## config.mk

```make
export PLATFORM = sky130hd
export DESIGN_NAME = frame_packer_top
export DESIGN_NICKNAME = d
export VERILOG_FILES = /design/src/rtl/frame_packer_pkg.sv /design/src/rtl/frame_slot_mapper.sv /design/src/rtl/frame_capture_reg.sv /design/src/rtl/frame_serializer.sv /design/src/rtl/frame_packer_top.sv
export SDC_FILE = /design/constraint.sdc
export NUM_CORES = 1
export LEC_CHECK = 0
export BUFFER_PORTS_ARGS = -buffer_cell sky130_fd_sc_hd__buf_4
export CAP_MARGIN = 10
export CORE_ASPECT_RATIO = 1.5
export CORE_MARGIN = 8
export CORE_UTILIZATION = 30
export DETAILED_ROUTE_END_ITERATION = 8
export PLACE_DENSITY = 0.62
export SLEW_MARGIN = 20
export SYNTH_ARGS = -nofsm -noshare
export SYNTH_HDL_FRONTEND = slang
export SYNTH_SLANG_ARGS = --single-unit
```

## constraint.sdc

```tcl
create_clock -name clk -period 4.9 [get_ports clk]
set_input_delay 0.98 -clock clk [delete_from_list [all_inputs] [get_ports clk]]
set_output_delay 0.98 -clock clk [all_outputs]
set_load 0.03 [all_outputs]
```

## src/rtl/frame_packer_pkg.sv

```systemverilog
package frame_packer_pkg;

    typedef enum logic [1:0] {
        PM_DISCRETE = 2'd0,
        PM_FIXED    = 2'd1,
        PM_DYNAMIC  = 2'd2
    } place_mode_e;

    function automatic place_mode_e decode_mode(input logic [1:0] code);
        case (code)
            2'd0:    return PM_DISCRETE;
            2'd2:    return PM_DYNAMIC;
            default: return PM_FIXED;
        endcase
    endfunction

    function automatic logic is_discrete(input place_mode_e m);
        return m == PM_DISCRETE;
    endfunction

endpackage

```

## src/rtl/frame_slot_mapper.sv

```systemverilog
module frame_slot_mapper
    import frame_packer_pkg::*;
#(
    parameter int NUM_CH   = 4,
    parameter int SAMPLE_W = 24,
    localparam int CNT_W   = $clog2(NUM_CH + 1)
) (
    input  place_mode_e                    mode,
    input  logic [NUM_CH-1:0]              powered,
    input  logic [NUM_CH-1:0]              valid,
    input  logic [NUM_CH*SAMPLE_W-1:0]     samples,
    output logic [NUM_CH*SAMPLE_W-1:0]     slots,
    output logic [CNT_W-1:0]               count
);

    logic [SAMPLE_W-1:0] smp [NUM_CH];
    logic [NUM_CH-1:0]   incl;
    logic [CNT_W-1:0]    rank [NUM_CH];
    logic [CNT_W-1:0]    rank_acc;
    logic                dyn;

    for (genvar i = 0; i < NUM_CH; i++) begin : g_unpack
        assign smp[i] = samples[i*SAMPLE_W +: SAMPLE_W];
    end

    assign dyn = (mode == PM_DYNAMIC);

    always_comb begin
        rank_acc = '0;
        for (int i = 0; i < NUM_CH; i++) begin
            incl[i] = dyn ? (powered[i] & valid[i]) : powered[i];
            rank[i] = rank_acc;
            rank_acc = rank_acc + CNT_W'(incl[i]);
        end
    end

    always_comb begin
        slots = '0;
        for (int j = 0; j < NUM_CH; j++) begin
            for (int i = 0; i < NUM_CH; i++) begin
                if (dyn ? (incl[i] && rank[i] == CNT_W'(j)) : (i == j && incl[i]))
                    slots[j*SAMPLE_W +: SAMPLE_W] = slots[j*SAMPLE_W +: SAMPLE_W] | smp[i];
            end
        end
    end

    assign count = dyn ? rank_acc : CNT_W'(NUM_CH);

endmodule

```

## src/rtl/frame_capture_reg.sv

```systemverilog
module frame_capture_reg
    import frame_packer_pkg::*;
#(
    parameter int NUM_CH   = 4,
    parameter int SAMPLE_W = 24,
    localparam int CNT_W   = $clog2(NUM_CH + 1)
) (
    input  logic                           clk,
    input  logic                           rst,
    input  logic                           capture,
    input  place_mode_e                    in_mode,
    input  logic [NUM_CH*SAMPLE_W-1:0]     in_slots,
    input  logic [CNT_W-1:0]               in_count,
    output place_mode_e                    cur_mode,
    output logic [NUM_CH*SAMPLE_W-1:0]     cur_slots,
    output logic [CNT_W-1:0]               cur_count
);

    always_ff @(posedge clk) begin
        if (rst) begin
            cur_mode  <= PM_FIXED;
            cur_slots <= '0;
            cur_count <= '0;
        end else if (capture) begin
            cur_mode  <= in_mode;
            cur_slots <= in_slots;
            cur_count <= in_count;
        end
    end

    assert_hold_R6: assert property (@(posedge clk) disable iff (rst)
        !capture |=> $stable(cur_slots) && $stable(cur_count) && $stable(cur_mode));

endmodule

```

## src/rtl/frame_serializer.sv

```systemverilog
module frame_serializer
    import frame_packer_pkg::*;
#(
    parameter int NUM_CH   = 4,
    parameter int SAMPLE_W = 24,
    localparam int CNT_W   = $clog2(NUM_CH + 1),
    localparam int IDX_W   = (NUM_CH > 1) ? $clog2(NUM_CH) : 1,
    localparam int BIT_W   = (SAMPLE_W > 1) ? $clog2(SAMPLE_W) : 1
) (
    input  logic                           clk,
    input  logic                           rst,
    input  logic                           load,
    input  place_mode_e                    load_mode,
    input  logic [CNT_W-1:0]               load_count,
    input  place_mode_e                    cur_mode,
    input  logic [CNT_W-1:0]               cur_count,
    input  logic [NUM_CH*SAMPLE_W-1:0]     cur_slots,
    output logic                           busy,
    output logic                           tdm_out,
    output logic [NUM_CH-1:0]              disc_out
);

    logic [SAMPLE_W-1:0] slot_arr [NUM_CH];
    logic [IDX_W-1:0]    slot_idx;
    logic [BIT_W-1:0]    bit_idx;
    logic [BIT_W-1:0]    sel;
    logic                last_bit;
    logic                last_slot;
    logic                disc_now;

    for (genvar j = 0; j < NUM_CH; j++) begin : g_slots
        assign slot_arr[j] = cur_slots[j*SAMPLE_W +: SAMPLE_W];
    end

    assign sel       = BIT_W'(SAMPLE_W - 1) - bit_idx;
    assign last_bit  = (bit_idx == BIT_W'(SAMPLE_W - 1));
    assign last_slot = (CNT_W'(slot_idx) == cur_count - CNT_W'(1));
    assign disc_now  = is_discrete(cur_mode);

    always_ff @(posedge clk) begin
        if (rst) begin
            busy     <= 1'b0;
            slot_idx <= '0;
            bit_idx  <= '0;
        end else if (load) begin
            busy     <= is_discrete(load_mode) || (load_count != '0);
            slot_idx <= '0;
            bit_idx  <= '0;
        end else if (busy) begin
            if (last_bit) begin
                bit_idx <= '0;
                if (disc_now || last_slot)
                    busy <= 1'b0;
                else
                    slot_idx <= slot_idx + IDX_W'(1);
            end else begin
                bit_idx <= bit_idx + BIT_W'(1);
            end
        end
    end

    always_comb begin
        tdm_out = busy && !disc_now && slot_arr[slot_idx][sel];
        for (int i = 0; i < NUM_CH; i++)
            disc_out[i] = busy && disc_now && slot_arr[i][sel];
    end

    assert_idle_quiet_R7: assert property (@(posedge clk) disable iff (rst)
        !busy |-> !tdm_out && (disc_out == '0));

    assert_disc_line_low_R5: assert property (@(posedge clk) disable iff (rst)
        busy && disc_now |-> !tdm_out);

    assert_slot_in_range_R7: assert property (@(posedge clk) disable iff (rst)
        busy && !disc_now |-> CNT_W'(slot_idx) < cur_count);

endmodule

```

## src/rtl/frame_packer_top.sv

```systemverilog
module frame_packer_top
    import frame_packer_pkg::*;
#(
    parameter int NUM_CH   = 4,
    parameter int SAMPLE_W = 24,
    localparam int CNT_W   = $clog2(NUM_CH + 1)
) (
    input  logic                           clk,
    input  logic                           rst,
    input  logic                           frame_start,
    input  logic [1:0]                     mode,
    input  logic [NUM_CH-1:0]              ch_powered,
    input  logic [NUM_CH-1:0]              ch_valid,
    input  logic [NUM_CH*SAMPLE_W-1:0]     samples,
    output logic [NUM_CH*SAMPLE_W-1:0]     slot_data,
    output logic [CNT_W-1:0]               slot_count,
    output logic                           frame_busy,
    output logic                           tdm_out,
    output logic [NUM_CH-1:0]              disc_out
);

    place_mode_e                  in_mode;
    place_mode_e                  cur_mode;
    logic [NUM_CH*SAMPLE_W-1:0]   next_slots;
    logic [CNT_W-1:0]             next_count;

    assign in_mode = decode_mode(mode);

    frame_slot_mapper #(.NUM_CH(NUM_CH), .SAMPLE_W(SAMPLE_W)) u_map (
        .mode    (in_mode),
        .powered (ch_powered),
        .valid   (ch_valid),
        .samples (samples),
        .slots   (next_slots),
        .count   (next_count)
    );

    frame_capture_reg #(.NUM_CH(NUM_CH), .SAMPLE_W(SAMPLE_W)) u_cap (
        .clk       (clk),
        .rst       (rst),
        .capture   (frame_start),
        .in_mode   (in_mode),
        .in_slots  (next_slots),
        .in_count  (next_count),
        .cur_mode  (cur_mode),
        .cur_slots (slot_data),
        .cur_count (slot_count)
    );

    frame_serializer #(.NUM_CH(NUM_CH), .SAMPLE_W(SAMPLE_W)) u_ser (
        .clk        (clk),
        .rst        (rst),
        .load       (frame_start),
        .load_mode  (in_mode),
        .load_count (next_count),
        .cur_mode   (cur_mode),
        .cur_count  (slot_count),
        .cur_slots  (slot_data),
        .busy       (frame_busy),
        .tdm_out    (tdm_out),
        .disc_out   (disc_out)
    );

    assert_fixed_count_R2: assert property (@(posedge clk) disable iff (rst)
        frame_start && (mode[0] == 1'b1) |=> slot_count == CNT_W'(NUM_CH));

    assert_dyn_count_R3: assert property (@(posedge clk) disable iff (rst)
        frame_start && (mode == 2'd2) |=>
            slot_count == CNT_W'($countones($past(ch_powered & ch_valid))));

    assert_empty_dyn_R9: assert property (@(posedge clk) disable iff (rst)
        frame_start && (mode == 2'd2) && ((ch_powered & ch_valid) == '0) |=> !frame_busy);

    assert_busy_start_R7: assert property (@(posedge clk) disable iff (rst)
        frame_start && (mode != 2'd2) |=> frame_busy);

endmodule

```

# == Yosys cells after proc, flatten, opt, wreduce, memory -nomap -nowiden ==
# Cells that the tools add are included.
# word_totals
regBits,109
latchBits,0
ramBits,0
mem_bits_ro,0
inputBits,109
out_inout_bits,105
mem_count,0
# classes
addsub,7
multipliers,0
div_mod_pow,0
order_cmp,2
n_eq_ne,10
shift,0
mux,45
bitwise,13
reduce_logical,29
# op_table
cell,n
24-bit 2-to-1 mux,13
24-bit bitwise OR,7
24-bit binary-select mux with 2-bit select,1
1-bit binary-select mux with 5-bit select,5
1-bit 2-to-1 mux,23
1-bit logical AND,17
"3-bit by 2-bit equality test with 1-bit output, second input constant",4
3-bit zero test,3
3-bit by 1-bit adder with 3-bit output,2
"3-bit by 1-bit equality test with 1-bit output, second input constant",2
2-bit zero test,3
"5-bit by 6-bit < comparator with 1-bit output, second input constant",1
"5-bit by 1-bit adder with 5-bit output, second input constant",1
"5-bit equality test, second input constant",1
5-bit 2-to-1 mux,1
"5-bit subtractor, first input constant",1
1-bit AND,4
"2-bit equality test, second input constant",2
2-bit one-hot mux with 2 select lines,1
2-bit by 3-bit equality test with 1-bit output,1
"3-bit greater-or-equal comparator, second input constant",1
3-bit 2-to-1 mux,1
2-bit inverter with 3-bit output,1
3-bit AND reduction,1
other kinds (8),9

# == Logic depth before layout (Yosys ltp) ==
# depth
depth_word,12
depth_mapped,15
mapped_depth_nobuf,10

# == Modules after synthesis ==
# A second synthesis with hierarchy kept.
# hier_totals
hier_cells,799
hier_area_um2,7815.0
# modules_own_cells
module,instances,cells_each,area_each_um2,seq_area_each_um2
frame_capture_reg,1,325,3658.5,2021.9
frame_serializer,1,184,2109.5,160.2
frame_slot_mapper,1,288,2037.0,0.0
frame_packer_top,1,2,10.0,0.0

# == Least setup slack after synthesis ==
# Ideal clock, no wire load.
# synth_path
path_kind,input to register
start,input port mode[0]
end,register u_cap.cur_slots[28]
arrival_time_ns,3.668
path_slack_ns,1.146
path_stages,14
cell_sequence,nand2b_1 > buf_2 > o21a_1 > clkbuf_1 > clkbuf_1 > ha_1 > ha_1 > ha_1 > nor2b_1 > nand4_1 > nor2_1 > clkbuf_1 > nand2_1 > a211oi_1
# synth_via
elab_chain_cells,11
word_cells_on_any_way,23
classes_between,2 x add/sub; 4 x eq/ne; 11 x mux; 2 x bitwise; 4 x reduce/logical
# synth_rtl
item,line,source
from (decl),frame_packer_top.sv:11,"input logic [1:0] mode,"
2-bit equality test or 2-bit zero test (tied branches),frame_packer_pkg.sv:10,case (code)
2-bit one-hot mux with 2 select lines (*),frame_packer_pkg.sv:10,
2-bit equality test (*),frame_slot_mapper.sv:26,assign dyn = (mode == PM_DYNAMIC);
"parallel branches: the longest is 7 deep, another holds 3-bit by 1-bit adder with 3-bit output",-,
24-bit 2-to-1 mux (*),frame_slot_mapper.sv:41,if (dyn ? (incl[i] && rank[i] == CNT_W'(j)) : (i == j && incl[i]))
to (signal assigned),frame_capture_reg.sv:26,cur_slots <= in_slots;
to (decl),frame_capture_reg.sv:15,"output logic [NUM_CH*SAMPLE_W-1:0] cur_slots,"
# Mark *: on every way between the ends.
# A chain may end at the register's enable or synchronous reset.

# == Final worst setup path ==
# layout_path
start,register u_ser.bit_idx[3]
end,output port tdm_out
# layout_via
elab_chain_cells,4
# layout_rtl
item,line,source
from (decl),frame_serializer.sv:25,logic [BIT_W-1:0] bit_idx;
from (signal assigned),frame_serializer.sv:57,bit_idx <= bit_idx + BIT_W'(1);
5-bit subtractor,frame_serializer.sv:35,assign sel = BIT_W'(SAMPLE_W - 1) - bit_idx;
1-bit binary-select mux with 5-bit select,frame_serializer.sv:63,tdm_out = busy && !disc_now && slot_arr[slot_idx][sel];
1-bit 2-to-1 mux (implied by the code),frame_serializer.sv:63,
1-bit logical AND,frame_serializer.sv:63,
to (decl),frame_packer_top.sv:18,"output logic tdm_out,"
# Every way passes these cells. The select of a mux whose other input is x is not followed.

==> flow_summary.json <==
{
  "rows": 67,
  "area_delta_synth_final_pct": 31.14,
  "power.total_mw": 2.355,
  "period_share_pct": 79.98,
  "clkTransAtPathRegs_ns": 0.07,
  "seq_power_share_pct": 43.6,
  "wl_met2_mm": 15.66,
  "async_reset_ff_share_pct": 0,
  "antenna_found_initial": 2,
  "clkSinkCount": 109,
  "dr.pass1.iters": 6,
  "path_class": "reg -> out",
  "post-cts-setup-buffers": 0,
  "ys_seq_area_share_pct": 32.02,
  "finalWirelength_mm": 30.66,
  "grt_setup_unrepaired": "no",
  "synth_top_family_by_area": "compound AO/OA/AOI/OAI gates",
  "top_layer_used": "met4",
  "die_h_um": 200.6,
  "yosys_warnings": 0,
  "max_freq_mhz": 255.2,
  "arrival_ns": 2.94,
  "route.detailed.drc": 0,
  "cp-startpoint": "u_ser.bit_idx[3]$_SDFFE_PP0P_",
  "htreeDepth": 3,
  "p_int_mw": 1.572,
  "syn_nets": 882,
  "synth-edff-count": 0,
  "avgRoutedWirePerCell_um": 25.34,
  "final_cell_mix": "buf_4, nor2_1, dfxtp_1",
  "critPathCaptureType": "output pin",
  "cts_resized": 0,
  "synth_fa_ha_area_share_pct": 2.423,
  "layout.nets": 1048,
  "insertion_delay_ns": 0.36,
  "synth_cell_types": 45,
  "avgSynthCellArea_um2": 8.956,
  "pwr-share-comb_pct": 25.9,
  "cts_buffers": 9,
  "synthSimpleGateAreaFrac_pct": 17.88,
  "rr_startpoint": "u_ser.bit_idx[1]$_SDFFE_PP0P_",
  "grt.overflow.total": 0,
  "route.met3.wl_mm": 2.326,
  "swShare_pct": 33.26,
  "r2r-end": "u_ser.bit_idx[0]$_SDFFE_PP0P_",
  "n_fill_cell": 2259,
  "initial_core_util_pct": 30.56,
  "drv_slew": 0,
  "place_congestion": 0.8640,
  "die_w_um": 139.1,
  "synth-compound-area-share_pct": 21.96,
  "whs_ns": 0.5212,
  "critPathMaxFanout": 15,
  "ant_nets": 0,
  "grt_pass1_vias": 7350,
  "fin_skew_ns": 0.004008,
  "syn_area_mm2": 0.006815,
  "cp-endpoint": "tdm_out",
  "placed_area_mm2": 0.008650,
  "period_minus_slack_ns": 3.919,
  "r2r_slack_ns": 3.03,
  "track_usage_pct": 21.06,
  "wl_met1_mm": 11.30,
  "maxCapViolCount": 0,
  "switching_power_mw": 0.7833,
  "ir_drop_uv": 158.4,
  "status": "completed",
  "worstSetupStartpointType": "flip-flop",
  "ctsHoldBuffers": 0,
  "grt_first_pass_wirelength_mm": 45.41,
  "grt_start_max_net_pins": 75,
  "core_area_mm2": 0.02230,
  "required_ns": 3.92,
  "synthMuxAreaShare_pct": 18.87,
  "cts_tree": "yes",
  "hp-class": "reg -> reg",
  "final_cell_area_mm2": 0.008937,
  "setup_viol": 0,
  "tightestPinTransition_ns": 0.8708,
  "slew_headroom_pct": 41.95,
  "vias": 7364,
  "vias_per_cell": 6.086,
  "mostFrequentLayoutCell": "buf_4",
  "drive_above_1_share_pct": 32.87,
  "io_buffer_count": 213,
  "p_per_area_mw_per_mm2": 263.5,
  "p_clk_share_pct": 30.5,
  "final_core_util_pct": 40.08,
  "fin_tns_setup_ns": 0,
  "hold_viol_final": 0,
  "synth_area_leader_cell": "dfxtp_1",
  "io_pins": 214,
  "synth_seq_cells": 109,
  "reg2reg_depth": 4,
  "yosysTopAreaCellShare_pct": 32.02,
  "synthXorXnorAreaFrac_pct": 1.157,
  "drt_iter0_drc": 804,
  "cts_buffer_depth": 2,
  "place_hpwl_mm": 23.09,
  "clock-root-buffer": "clkbuf_16",
  "synth_ff_type": "dfxtp_1",
  "synth_area_leaders": "dfxtp_1, mux4_2, a221oi_1, nor2_1, nand2_1",
  "leakage_nw": 3.348,
  "die-area_mm2": 0.02790,
  "syn-instance-count": 761
}
[power groups by stage]
stage	Sequential [mW]	Clock, mW	Combinational (mW)
after detailed placement	1.05	0	0.607
after global placement	1.05	0	0.602
after global routing	1.03	0.756	0.647
after CTS	1.03	0.724	0.608
final	1.03	0.717	0.611
after floorplan	1.11	0	0.249
[state kept, by name (all words and copies together), names as in the netlist]
name and count:
u_ser.busy 1, u_cap.cur_mode 2, u_ser.bit_idx 5, u_ser.slot_idx 2, u_cap.cur_count 3, u_cap.cur_slots 96
[worst min path at each step]
stage,startpoint,end,cells past startpoint
6_report,u_cap.cur_slots[84]$_SDFFE_PP0P_,u_cap.cur_slots[84]$_SDFFE_PP0P_,2
5_1_grt,u_cap.cur_count[1]$_SDFFE_PP0P_,u_cap.cur_count[1]$_SDFFE_PP0P_,2
4_1_cts,u_cap.cur_slots[85]$_SDFFE_PP0P_,u_cap.cur_slots[85]$_SDFFE_PP0P_,2
3_5_place_dp,u_cap.cur_slots[85]$_SDFFE_PP0P_,u_cap.cur_slots[85]$_SDFFE_PP0P_,2
3_3_place_gp,u_cap.cur_mode[1]$_SDFFE_PP0P_,u_cap.cur_mode[1]$_SDFFE_PP0P_,2
2_1_floorplan,u_cap.cur_mode[1]$_SDFFE_PP0P_,u_cap.cur_mode[1]$_SDFFE_PP0P_,2
[cell families after synthesis]
| family | count (synthesis) |
|---|---|
| xor gates and xnor gates | 9 |
| DFF | 109 |
| AOI/OAI and AO/OA | 184 |
| adders and majority gates | 12 |
| and+or+nand+nor | 283 |
| buffers and inverters | 91 |
| muxes | 73 |
[worst max-delay path, stage by stage, from the launching register on]
cell and delay (ns):
dfxtp_1 0.51, inv_1 0.26, ha_1 0.56, or3_1 0.38, a31oi_1 0.30, a211oi_1 0.13
and4_1 0.25, buf_4 0.18
[cell usage after synthesis (all sizes together), types with 5 or more instances]
cell,number
o21ai,5
inv,8
a31oi,6
nand3,7
buf,26
nor2b,6
nor2,111
ha,10
dfxtp,109
nor3,53
nand2,85
xor2,6
a211oi,26
clkbuf,57
a22oi,11
mux4,43
a221oi,97
or3,6
a311oi,24
a21oi,7
mux2i,28
[per-layer routing]
metal | vias up | track usage (%)
met5 | - | 0
met4 | 0 | 11.02
met3 | 70 | 4.142
met2 | 428 | 36.89
met1 | 3585 | 23.73
li1 | 3281 | -
[stage by stage]
| stage | cells | setup WS [ns] |
|---|---|---|
| global placement | 1192 | 1.020 |
| CTS | 1207 | 1.028 |
| finish | 1210 | 0.9808 |
| detailed placement | 1192 | 0.9715 |
| global route | 1209 | 0.7929 |
| floorplan | 761 | 1.146 |
[area by class of cell]
cell class                      instances  area, um2  share of cell area [%]
Multi-Input combinational cell        561       4267                   47.74
Sequential cell                       109       2186                   24.46
Timing Repair Buffer                  238       1824                   20.41
Tap cell                              276      345.3                   3.864
Clock buffer                           12      256.5                   2.870
Inverter                                8      30.03                  0.3360
Clock inverter                          3      21.27                  0.2380
Antenna cell                            3      7.507                 0.08400
Note: power is estimated with default switching activity, not from simulation.
